<file path="src/rtl/pm_pkg.sv">
`timescale 1ns/1ps
package pm_pkg;
  typedef enum logic [1:0] {
    PM_DIV5_6   = 2'd0,
    PM_DIV8_9   = 2'd1,
    PM_DIV10_11 = 2'd2
  } pm_variant_e;

  localparam int RING_W = 3;
  typedef logic [RING_W-1:0] ring_t;

  // First state after reset and at the head of every long half.
  localparam ring_t RING_START = '1;
  // Last state of every half; the toggle stage flips when leaving it.
  localparam ring_t RING_LAST  = 3'b110;
  // State from which the all-zero state can be jumped over.
  localparam ring_t RING_DIP   = 3'b001;
endpackage

</file>
<file path="src/rtl/pm_ring.sv">
`timescale 1ns/1ps
// Three-bit twisted ring: the head bit takes the inverse of the tail bit.
// Two overrides shorten a lap: jump over 000, and enter the lap at 011.
module pm_ring
  import pm_pkg::*;
(
  input  logic  clk,
  input  logic  rst,
  input  logic  short_i,
  input  logic  enter4_i,
  output ring_t ring_o
);
  ring_t ring_q;
  ring_t shifted;
  ring_t ring_d;
  logic  illegal;

  always_comb begin
    shifted = {~ring_q[0], ring_q[RING_W-1:1]};
    illegal = (ring_q == 3'b010) || (ring_q == 3'b101);
    ring_d  = shifted;
    if (illegal) begin
      ring_d = RING_START;
    end else if ((ring_q == RING_DIP) && short_i) begin
      ring_d[RING_W-1] = 1'b1;
    end else if ((ring_q == RING_LAST) && enter4_i) begin
      ring_d[RING_W-1] = 1'b0;
    end
  end

  always_ff @(posedge clk) begin
    if (rst) ring_q <= RING_START;
    else     ring_q <= ring_d;
  end

  assign ring_o = ring_q;

  // the ring never rests in one of the two lock-up states
  p_no_lockup_r3: assert property (@(posedge clk) disable iff (rst)
    !((ring_q == 3'b010) || (ring_q == 3'b101)));

  // the head state always moves on to 011
  p_head_step_r3: assert property (@(posedge clk) disable iff (rst)
    (ring_q == RING_START) |=> (ring_q == 3'b011));
endmodule

</file>
<file path="src/rtl/pm_ctrl.sv">
`timescale 1ns/1ps
// Half tracking, modulus latch and optional divide-by-two stage.
module pm_ctrl
  import pm_pkg::*;
#(
  parameter pm_variant_e VARIANT  = PM_DIV10_11,
  parameter bit          EXT_DIV2 = 1'b0
) (
  input  logic  clk,
  input  logic  rst,
  input  ring_t ring_i,
  input  logic  en_any_i,
  output logic  short_o,
  output logic  enter4_o,
  output logic  div_o
);
  localparam bit HAS_TOG = (VARIANT != PM_DIV5_6);

  logic at_last;
  logic tog;
  logic term;
  logic lowmod;

  assign at_last = (ring_i == RING_LAST);

  generate
    if (HAS_TOG) begin : g_tog
      logic tog_q;
      always_ff @(posedge clk) begin
        if (rst)          tog_q <= 1'b1;
        else if (at_last) tog_q <= ~tog_q;
      end
      assign tog = tog_q;

      // the half marker moves only when the ring leaves its last state
      p_tog_hold_r5: assert property (@(posedge clk) disable iff (rst)
        !at_last |=> $stable(tog_q));
    end else begin : g_notog
      assign tog = 1'b0;
    end
  endgenerate

  // Edge that closes an output period of the core.
  assign term = at_last & ~tog;

  generate
    if (EXT_DIV2) begin : g_ext
      logic x_q;
      always_ff @(posedge clk) begin
        if (rst)       x_q <= 1'b1;
        else if (term) x_q <= ~x_q;
      end
      // The half that is about to go low is forced to the short ratio.
      assign lowmod = en_any_i | x_q;
      assign div_o  = x_q;

      // the extra stage flips on every core period end
      p_x_flip_r8: assert property (@(posedge clk) disable iff (rst)
        term |=> (x_q != $past(x_q)));
    end else begin : g_core
      assign lowmod = en_any_i;
      assign div_o  = HAS_TOG ? tog : ring_i[0];
    end
  endgenerate

  generate
    if (VARIANT == PM_DIV8_9) begin : g_len89
      // Low half is always 4 long; the high half enters at 011 when short.
      assign short_o  = 1'b1;
      assign enter4_o = tog | (term & lowmod);
    end else begin : g_lenskip
      logic skip_q;
      always_ff @(posedge clk) begin
        if (rst)       skip_q <= 1'b0;
        else if (term) skip_q <= lowmod;
      end
      assign short_o  = (VARIANT == PM_DIV5_6) ? skip_q : (~tog | skip_q);
      assign enter4_o = 1'b0;

      // the request is latched only at the closing edge of a period
      p_skip_hold_r6: assert property (@(posedge clk) disable iff (rst)
        !term |=> $stable(skip_q));
    end
  endgenerate
endmodule

</file>
<file path="src/rtl/dual_mod_prescaler.sv">
`timescale 1ns/1ps
module dual_mod_prescaler
  import pm_pkg::*;
#(
  parameter pm_variant_e VARIANT  = PM_DIV10_11,
  parameter bit          EXT_DIV2 = 1'b0,
  parameter int          NUM_EN   = 5
) (
  input  logic              clk,
  input  logic              rst,
  input  logic [NUM_EN-1:0] en,
  output logic              div_out,
  output logic              div_out_n
);
  ring_t ring_w;
  logic  short_w;
  logic  enter4_w;
  logic  en_any;
  logic  div_w;

  assign en_any = |en;

  pm_ring u_ring (
    .clk      (clk),
    .rst      (rst),
    .short_i  (short_w),
    .enter4_i (enter4_w),
    .ring_o   (ring_w)
  );

  pm_ctrl #(
    .VARIANT  (VARIANT),
    .EXT_DIV2 (EXT_DIV2)
  ) u_ctrl (
    .clk      (clk),
    .rst      (rst),
    .ring_i   (ring_w),
    .en_any_i (en_any),
    .short_o  (short_w),
    .enter4_o (enter4_w),
    .div_o    (div_w)
  );

  assign div_out   = div_w;
  assign div_out_n = ~div_w;

  // the cycle after reset starts from the all-ones state with the output high
  p_reset_start_r1: assert property (@(posedge clk) disable iff (rst)
    $past(rst) |-> ((ring_w == RING_START) && div_out));
endmodule

</file>
<file path="config.mk">
export PLATFORM = sky130hd
export DESIGN_NAME = dual_mod_prescaler
export DESIGN_NICKNAME = d
export VERILOG_FILES = /design/src/rtl/pm_pkg.sv /design/src/rtl/pm_ring.sv /design/src/rtl/pm_ctrl.sv /design/src/rtl/dual_mod_prescaler.sv
export SDC_FILE = /design/constraint.sdc
export NUM_CORES = 1
export LEC_CHECK = 0
export ABC_CLOCK_PERIOD_IN_PS = 1000
export CAP_MARGIN = 10
export CORE_AREA = 2 2 39 41
export DETAILED_ROUTE_END_ITERATION = 8
export DIE_AREA = 0 0 41 43
export GPL_TIMING_DRIVEN = 0
export PLACE_DENSITY = 0.47
export SYNTH_ARGS = -nofsm -noshare
export SYNTH_HDL_FRONTEND = slang
export SYNTH_SLANG_ARGS = --single-unit
</file>
<file path="constraint.sdc">
create_clock -name clk -period 1 [get_ports clk]
set_clock_uncertainty 0.05 [all_clocks]
set_input_delay 0.15 -clock clk [delete_from_list [all_inputs] [get_ports clk]]
set_output_delay 0.15 -clock clk [all_outputs]
set_load 0.1 [all_outputs]
</file>
### Yosys cells after proc, flatten, opt, wreduce, memory -nomap -nowiden

Index checks and enable logic that the tools add are counted.

| storage, ports and cells | value |
|---|---|
| logic and storage cells | 17 |
| register bits | 5 |
| input bits | 7 |
| output and inout port bits | 2 |

| cells by class | value |
|---|---|
| equal/unequal tests | 4 |
| bitwise operators | 4 |
| reduce and logical (&&, ||, !) cells | 5 |

Operators with widths:

| cell | number |
|---|---|
| $eq 3x3->1 const B | 2 |
| $reduce_or 5->1 | 1 |
| $eq 3x1->1 const B | 1 |
| $eq 3x2->1 const B | 1 |
| $reduce_or 3->1 | 1 |
| $not 1->1 | 2 |
| $reduce_or 2->1 | 1 |
| $and 1x1->1 | 1 |
| $logic_and 1x1->1 | 1 |
| $logic_or 1x1->1 | 1 |
| $or 1x1->1 | 1 |

### Logic depth before layout (Yosys ltp)

Gate-level depths: netlist of the first run.

| depth | value |
|---|---|
| depth after elaboration | 4 |
| depth in mapped cells | 3 |
| gate-level depth less buffers | 3 |

### Modules after synthesis

A second synthesis of the first run with hierarchy kept.

| unflattened totals | value |
|---|---|
| cells, all modules | 26 |
| area total of the unflattened synthesis | 226.5 µm² |

By module, submodules not included:

| module | area an instance (µm²) | cells each | sequential area each (µm²) | instances |
|---|---|---|---|---|
| pm_ring | 106.4 | 10 | 60.1 | 1 |
| pm_ctrl | 103.8 | 12 | 40.0 | 1 |
| dual_mod_prescaler | 16.3 | 4 | 0.0 | 1 |

### Worst setup path after synthesis of the first run

No wires, ideal clock.

| path | value |
|---|---|
| path kind | register -> register |
| from | register u_ctrl.g_tog.tog_q, in the netlist u_ctrl.div_o |
| to | register u_ring.ring_q[2], in the netlist u_ring.ring_o[2] |
| library setup time | 0.123 ns |
| arrival time | 2.033 ns |
| setup slack | -1.206 ns |
| stages on the path, launching flop included | 4 |
| data required time | 0.827 ns |
| buffers on the path | 0 |
| period minus slack after synthesis | 2.206 ns |
| cell sequence | dfxtp_1 inv_1 nor3_1 o21ai_0 |

| between the ends | value |
|---|---|
| longest elaborated chain between the ends | 4 |

Ends and longest elaborated chain:

| what | line | source |
|---|---|---|
| from (decl) | pm_ctrl.sv:28 | `logic tog_q;` |
| from (signal assigned) | pm_ctrl.sv:31 | `else if (at_last) tog_q <= ~tog_q;` |
| $not 1->1 | - |  |
| named net div_out_n | dual_mod_prescaler.sv:13 | `output logic div_out_n` |
| $or 1x1->1 | pm_ctrl.sv:77 | `assign short_o = (VARIANT == PM_DIV5_6) ? skip_q : (~tog \| skip_q);` |
| $logic_and 1x1->1 | pm_ring.sv:24 | `end else if ((ring_q == RING_DIP) && short_i) begin` |
| $reduce_or 3->1 (no line) | - |  |
| to (signal assigned) | pm_ring.sv:33 | `else ring_q <= ring_d;` |
| to (decl) | pm_ring.sv:13 | `ring_t ring_q;` |

The timed path passes the listed nets, and every way through them passes these cells.
A chain may end at the register's enable or synchronous reset.

### Final worst setup path of the first run

| path | value |
|---|---|
| from | register u_ctrl.g_tog.tog_q, in the netlist u_ctrl.div_o |
| to | output port div_out_n |

| between the ends | value |
|---|---|
| longest elaborated chain between the ends | 1 |

Ends and longest elaborated chain:

| what | line | source |
|---|---|---|
| $not 1->1 | dual_mod_prescaler.sv:45 | `assign div_out_n = ~div_w;` |
| to (decl) | dual_mod_prescaler.sv:13 |  |

No other way between the ends.

==> results.py, run 1 <==
metrics = {
    "clock_tree": {
        "root_buffer": "clkbuf_4",
        "clkTransAtPathRegs_ns": 0.04,
        "cts_tree": "built",
        "clock_latency_ns": 0.24,
        "hold_buffers": 0,
        "cts_buffer_depth": 2,
        "numCtsBuffers": 3,
        "htree_levels": 1,
        "numClockSinks": 5,
    },
    "drt": {
        "routedWlPerCell_um": 8.65,
        "ant_nets": 0,
        "wl_um": 424,
        "drc": 0,
        "vias": 195,
        "dr.pass1.iters": 4,
        "drt-initial-drc-count": 2,
        "drt-vias-per-instance": 3.98,
    },
    "final_layout": {
        "multi_input_area_um2": 91.3,
        "drive_gt1_share_pct": 36.4,
        "fin_util_pct": 26.3,
        "area_growth_pct": 94.0,
        "nNetsFinal": 41,
        "fillers": 156,
        "final_cell_count_no_fill": 49,
        "diodes": 0,
        "ff_latch_area_um2": 109,
    },
    "timing": {
        "rsz0062_at_grt": "yes",
        "fin_crit_sh_pct": 109,
        "fmax_ghz": 0.919,
        "postLayoutSetupSlackWorst_ns": -0.0881,
        "finalCriticalPeriod_ns": 1.09,
        "maxSlewHeadroom_pct": 88.9,
        "maxSlewViolCount": 0,
        "hold_viol_final": 0,
        "tightest_slew_ns": 0.165,
        "setup_violations": 3,
    },
    "worst_setup_path": {
        "r2r_slack_ns": -0.06,
        "worstSetupPathType": "flop to output pin",
        "rr_worst_depth": 2,
        "cp-end-kind": "output pin",
        "regToRegEndpoint": "u_ctrl.div_o",
        "r2r-start": "u_ring.ring_o[0]",
        "cp.required_ns": 0.80,
        "worstPathArrival_ns": 0.89,
        "critPathLaunchType": "flop",
        "path_max_fanout": 3,
    },
    "synth": {
        "syn_avg_cell_area_um2": 9.88,
        "synthCells": 19,
        "synth-seq-cells": 5,
        "synth-compound-area-share_pct": 17.3,
        "synth_cell_types": 12,
        "syn_area_um2": 188,
        "yosysSeqAreaShare_pct": 53.3,
        "synth_warnings": 0,
        "synth_top_family_by_area": "simple AND/OR/NAND/NOR gates",
        "synth_fa_ha_area_share_pct": 0,
        "synth_mux_area_share_pct": 0,
        "synth_fp_nets": 26,
        "synthSimpleGateAreaFrac_pct": 27.3,
        "synth_xor_xnor_area_share_pct": 0,
    },
    "global_routing": {
        "grt_use_total_pct": 6.62,
        "first_global_vias": 193,
        "overflow": 0,
        "grt_pass1_wl_um": 724,
        "antenna_found_initial": 0,
        "grt_start_max_net_pins": 6,
    },
    "worst_hold_path": {
        "hold_path_depth": 1,
        "min_path_type": "flop to flop",
        "min_from": "u_ring.ring_o[1]",
        "min_to": "u_ring.ring_o[0]",
    },
    "place": {
        "hpwl_um": 321,
        "post-place-cells": 43,
        "io_buffers": 8,
        "dpl_worst_slack_ns": -0.733,
        "gp_congestion": 0.577,
    },
    "status": {
        "status": "complete, but fails checks",
        "violations": "negative setup slack",
    },
    "floorplan": {
        "die_area_um2": 1760,
        "chipWidth_um": 41,
        "die_h_um": 43,
        "core_area_um2": 1380,
        "num_rows": 14,
        "ios": 9,
        "start_util_pct": 13.6,
    },
    "pwr": {
        "power_per_cell_area_nw_per_um2": 1390,
        "leakage_uw": 0.000144,
        "peakVddDrop_mv": 0.349,
    },
    "flow_run": {
        "drv_cap": 0,
    },
}
-- logic make-up (layout without fill, tap and decap cells) --
| kind of cell | count (synthesis) | in the layout |
|---|---|---|
| AOI/OAI and AO/OA | 5 | 5 |
| buffers and inverters | 1 | 15 |
| DFF | 5 | 5 |
| and+or+nand+nor | 8 | 8 |
-- worst max-delay path by stage --
stage | startpoint | end | slack [ns]
after floorplan | u_ctrl.div_o | u_ring.ring_o[2] | -0.58
after global placement | u_ctrl.div_o | div_out_n | -0.73
after detailed placement | u_ctrl.div_o | div_out_n | -0.73
after CTS | u_ctrl.div_o | div_out_n | -0.11
after global routing | u_ctrl.div_o | div_out_n | -0.13
final | u_ctrl.div_o | div_out_n | -0.09
-- cell usage after synthesis --
library cell  instances  share of area [%]
a31oi_1               1                3.3
nor2_1                1                2.0
o21bai_1              1                4.0
inv_1                 1                2.0
and4bb_1              1                6.7
nor3_1                2                5.3
nor2b_1               2                6.7
dfxtp_1               5                 53
o21ai_0               1                2.7
a211o_1               1                4.7
a21oi_1               1                2.7
or3_1                 2                6.7
-- sequential cells by signal, indices dropped and copies added, names as in the netlist --
register and cells:
u_ring.ring_o 3, u_ctrl.g_lenskip.skip_q 1, u_ctrl.div_o 1
-- per-stage QoR --
stage | hold slack, ns | TNS (ns) | total power, µW | instance area (µm²)
finish | 0.409 | -0.231 | 507 | 364
global route | 0.431 | -0.389 | 544 | 364
CTS | 0.418 | -0.276 | 516 | 340
detailed placement | 0.438 | -1.89 | 275 | 295
global placement | 0.415 | -1.88 | 273 | 295
floorplan | 0.199 | -1.44 | 242 | 195
-- worst max-delay path: stages, from the launching register on --
cell	delay, ns
dfxtp_4	0.36
clkinvlp_4	0.11
buf_8	0.18
-- power by group --
part	total (µW)	leakage, µW	internal [µW]	switching [µW]
registers	215	0.0000406	205	9.32
clock network	230	0.0000150	151	79.1
logic	62.8	0.0000885	37.8	25.0
-- routing by layer --
| layer | wire length (µm) | share of wire, % | vias to the layer above | GRT usage [%] |
|---|---|---|---|---|
| li1 | - | - | 100 | - |
| met5 | 0 | 0 | - | 0 |
| met2 | 195 | 46 | 9 | 8.13 |
| met1 | 176 | 42 | 86 | 6.73 |
| met4 | 0 | 0 | 0 | 8.00 |
| met3 | 51 | 12 | 0 | 3.66 |
-- cells in the final DEF, fill, tap and decap left out, drive strengths merged --
cell	n
buf	4
a211o	1
clkinvlp	1
a21oi	1
a31oi	1
o21ai	1
clkdlybuf4s50	6
nor3	2
dfxtp	5
nor2b	2
or3	2
clkbuf	4
o21bai	1
nor2	1
and4bb	1
-- layout make-up --
| cell class | instances | share of cell area, % |
|---|---|---|
| Clock buffer | 4 | 7.22 |
| Inverter | 1 | 2.06 |
| Multi-Input combinational cell | 13 | 25.1 |
| Sequential cell | 5 | 29.9 |
| Tap cell | 16 | 5.50 |
| Timing Repair Buffer | 10 | 30.2 |
-- what timing repair did --
| action | in CTS | in global routing |
|---|---|---|
| hold endpoints to repair | 0 | 0 |
| pin swaps | 1 | 1 |
| setup endpoints to repair | 3 | 4 |
| resized for setup | 18 | 4 |
| setup buffers | 1 | 1 |
Note: power is estimated with default switching activity, not from simulation.
==> run 2: changes to the inputs <==
Settings changed: ABC_CLOCK_PERIOD_IN_PS 1000 to 1400, PLACE_DENSITY 0.47 to 0.49, SYNTH_HIERARCHICAL from default to 1.
Clock period 1 ns to 1.4 ns, I/O delays scaled along.
==> run 2 against run 1 <==
Routed wire length fell by 3.5%. Hold slack improved by 0.013 ns. Combinational power fell by 6.8%. Critical path depth did not move. Via count rose by 2.6%. Sequential share of layout area barely moved. The run now ends clean. Utilization fell by 1.2 points. Sequential cell count did not move. First-iteration DRC count fell by 100%.
==> results.py, run 2 <==
metrics = {
    "status": {
        "status": "finished, final reports clean",
    },
    "worst_hold_path": {
        "min_path_type": "flop to flop",
        "hold_path_depth": 2,
    },
    "global_routing": {
        "first_global_vias": 173,
        "grt_start_max_net_pins": 7,
        "grt_use_total_pct": 7.12,
        "grt_pass1_wl_um": 731,
        "antenna_found_initial": 0,
        "overflow": 0,
    },
    "worst_setup_path": {
        "cp_top_family": "buffers and inverters",
        "cp-end-kind": "output pin",
        "cp.depth": 2,
        "crit_buf_inv": 2,
        "worst_path_max_delay_cell": "buf_2",
        "worstSetupPathType": "flop to output pin",
        "cp.required_ns": 1.14,
        "cp_cell_sequence": "inv_1 > buf_2",
        "critPathLaunchType": "flop",
        "path_max_fanout": 5,
        "max_stage_delay_ns": 0.41,
        "worstPathArrival_ns": 1.03,
        "rr_worst_depth": 3,
    },
    "timing": {
        "maxSlewViolCount": 0,
        "finalCriticalPeriod_ns": 1.29,
        "fin_crit_sh_pct": 92.4,
        "finalSetupTns_ns": 0,
        "rsz0062_at_grt": "no",
        "setup_violations": 0,
        "hold_viol_final": 0,
        "fmax_ghz": 0.773,
    },
    "clock_tree": {
        "cts_buffer_depth": 2,
        "numClockSinks": 5,
        "root_buffer": "clkbuf_4",
        "htree_levels": 1,
        "clkTransAtPathRegs_ns": 0.04,
        "post_cts_buffers": 0,
        "clock_latency_ns": 0.24,
        "cts_tree": "built",
        "numCtsBuffers": 3,
    },
    "synth": {
        "synth_warnings": 6,
        "synth_enable_flop_cells": 0,
        "synthTopCellsByCount": "dfxtp_1, nor2_1, nand2_1",
        "synthArstFlopShare_pct": 0,
        "syn_avg_cell_area_um2": 8.71,
        "yosysMostFrequentCell": "dfxtp_1",
        "yosysSeqAreaShare_pct": 44.2,
        "synth-seq-cells": 5,
        "synth_top_area_share_pct": 44.2,
        "synth_fp_nets": 33,
        "syn_area_um2": 226,
        "synth_cell_types": 16,
        "synthCells": 26,
        "synth.area.top_cells": "dfxtp_1, nor2_1, and4bb_1",
        "ys.flop_type": "dfxtp_1",
        "synth_top_cell_by_area": "dfxtp_1",
    },
    "floorplan": {
        "die_area_um2": 1760,
        "chipWidth_um": 41,
        "core_area_um2": 1380,
        "start_util_pct": 16.4,
        "ios": 9,
        "num_rows": 14,
        "die_h_um": 43,
    },
    "drt": {
        "drc": 0,
        "drt-vias-per-instance": 3.70,
        "drt-initial-drc-count": 0,
        "wl_um": 409,
        "routedWlPerCell_um": 7.57,
        "dr.pass1.iters": 1,
        "ant_nets": 0,
        "vias": 200,
    },
    "final_layout": {
        "ff_latch_area_um2": 104,
        "multi_input_area_um2": 111,
        "fillers": 161,
        "mostFrequentLayoutCell": "clkdlybuf4s50_1",
        "fin_util_pct": 25.1,
        "nNetsFinal": 46,
        "drive_gt1_share_pct": 23.7,
        "final_cell_mix": "clkdlybuf4s50_1, nor2_1, dfxtp_1",
        "area_growth_pct": 53.6,
        "largest_reg_flops": 3,
        "postLayoutCellArea_um2": 348,
        "diodes": 0,
    },
    "place": {
        "io_buffers": 8,
        "place_area_um2": 330,
        "gp_congestion": 0.575,
    },
    "pwr": {
        "leakage_uw": 0.000164,
        "power_per_cell_area_nw_per_um2": 1120,
        "peakVddDrop_mv": 0.316,
    },
    "flow_run": {
        "drv_cap": 0,
    },
}
==> run 2: cell count changes in the layout (fill, tap and decap cells not counted), sizes merged, moves of 2 or more <==
cell   change
or3        -2
nor2b      -2
nand2      +3
nor2       +3
inv        +2
==> run 2: kinds of logic after synthesis <==
family	share of synthesized area [%]
AOI/OAI and AO/OA	12.7
buffers and inverters	6.63
DFF	44.2
muxes	4.42
other	1.66
and+or+nand+nor	30.4
==> run 2: final timing paths <==
check               start               end  slack (ns)
max          u_ctrl/div_o         div_out_n        0.11
min          u_ctrl/div_o      u_ctrl/div_o        0.42
max reg2reg  u_ctrl/div_o  u_ring/ring_o[2]        0.12
min reg2reg  u_ctrl/div_o      u_ctrl/div_o        0.42
==> run 2: report_power, final <==
| group | internal (µW) | leakage (µW) | switching, µW |
|---|---|---|---|
| Combinational | 30.4 | 0.000105 | 28.1 |
| Sequential | 153 | 0.0000411 | 13.0 |
| Clock | 104 | 0.0000177 | 62.9 |
| Total | 287 | 0.000164 | 104 |
==> run 2: worst min-delay path, cell delays in order (launching register included) <==
cell	delay [ns]
dfxtp_4	0.35
nand2_1	0.05
nand2_1	0.04
==> run 2: stage by stage <==
step,hold slack (ns),power [µW],setup WS [ns],instances
2_1_floorplan,0.232,202,-0.0950,26
3_3_place_gp,0.414,229,-0.353,50
3_5_place_dp,0.425,230,-0.356,50
4_1_cts,0.433,405,0.0889,54
5_1_grt,0.447,429,0.0478,54
6_report,0.421,391,0.106,54
==> run 2: final cells by class <==
class / count / share of cell area, %
inverter: 2 / 2.16
clock inverter: 1 / 1.44
sequential: 5 / 29.9
clock buffer: 3 / 6.47
timing repair buffer: 8 / 20.1
buffer: 1 / 2.16
tap: 16 / 5.76
multi-input combinational: 18 / 32.0
==> run 2: what timing repair did <==
action,4_1_cts,5_1_grt
endpoints found under the setup margin,2,0
endpoints found under the hold margin,0,0
hold buffers,0,0
resized for setup,10,0
==> run 2: metal layers <==
metal | share of wire (%) | global-route usage [%] | vias up
met5 | 0 | 0 | -
met4 | 0 | 8.00 | 0
met3 | 6.1 | 6.28 | 0
met2 | 44 | 6.56 | 3
met1 | 50 | 8.33 | 84
li1 | - | - | 113
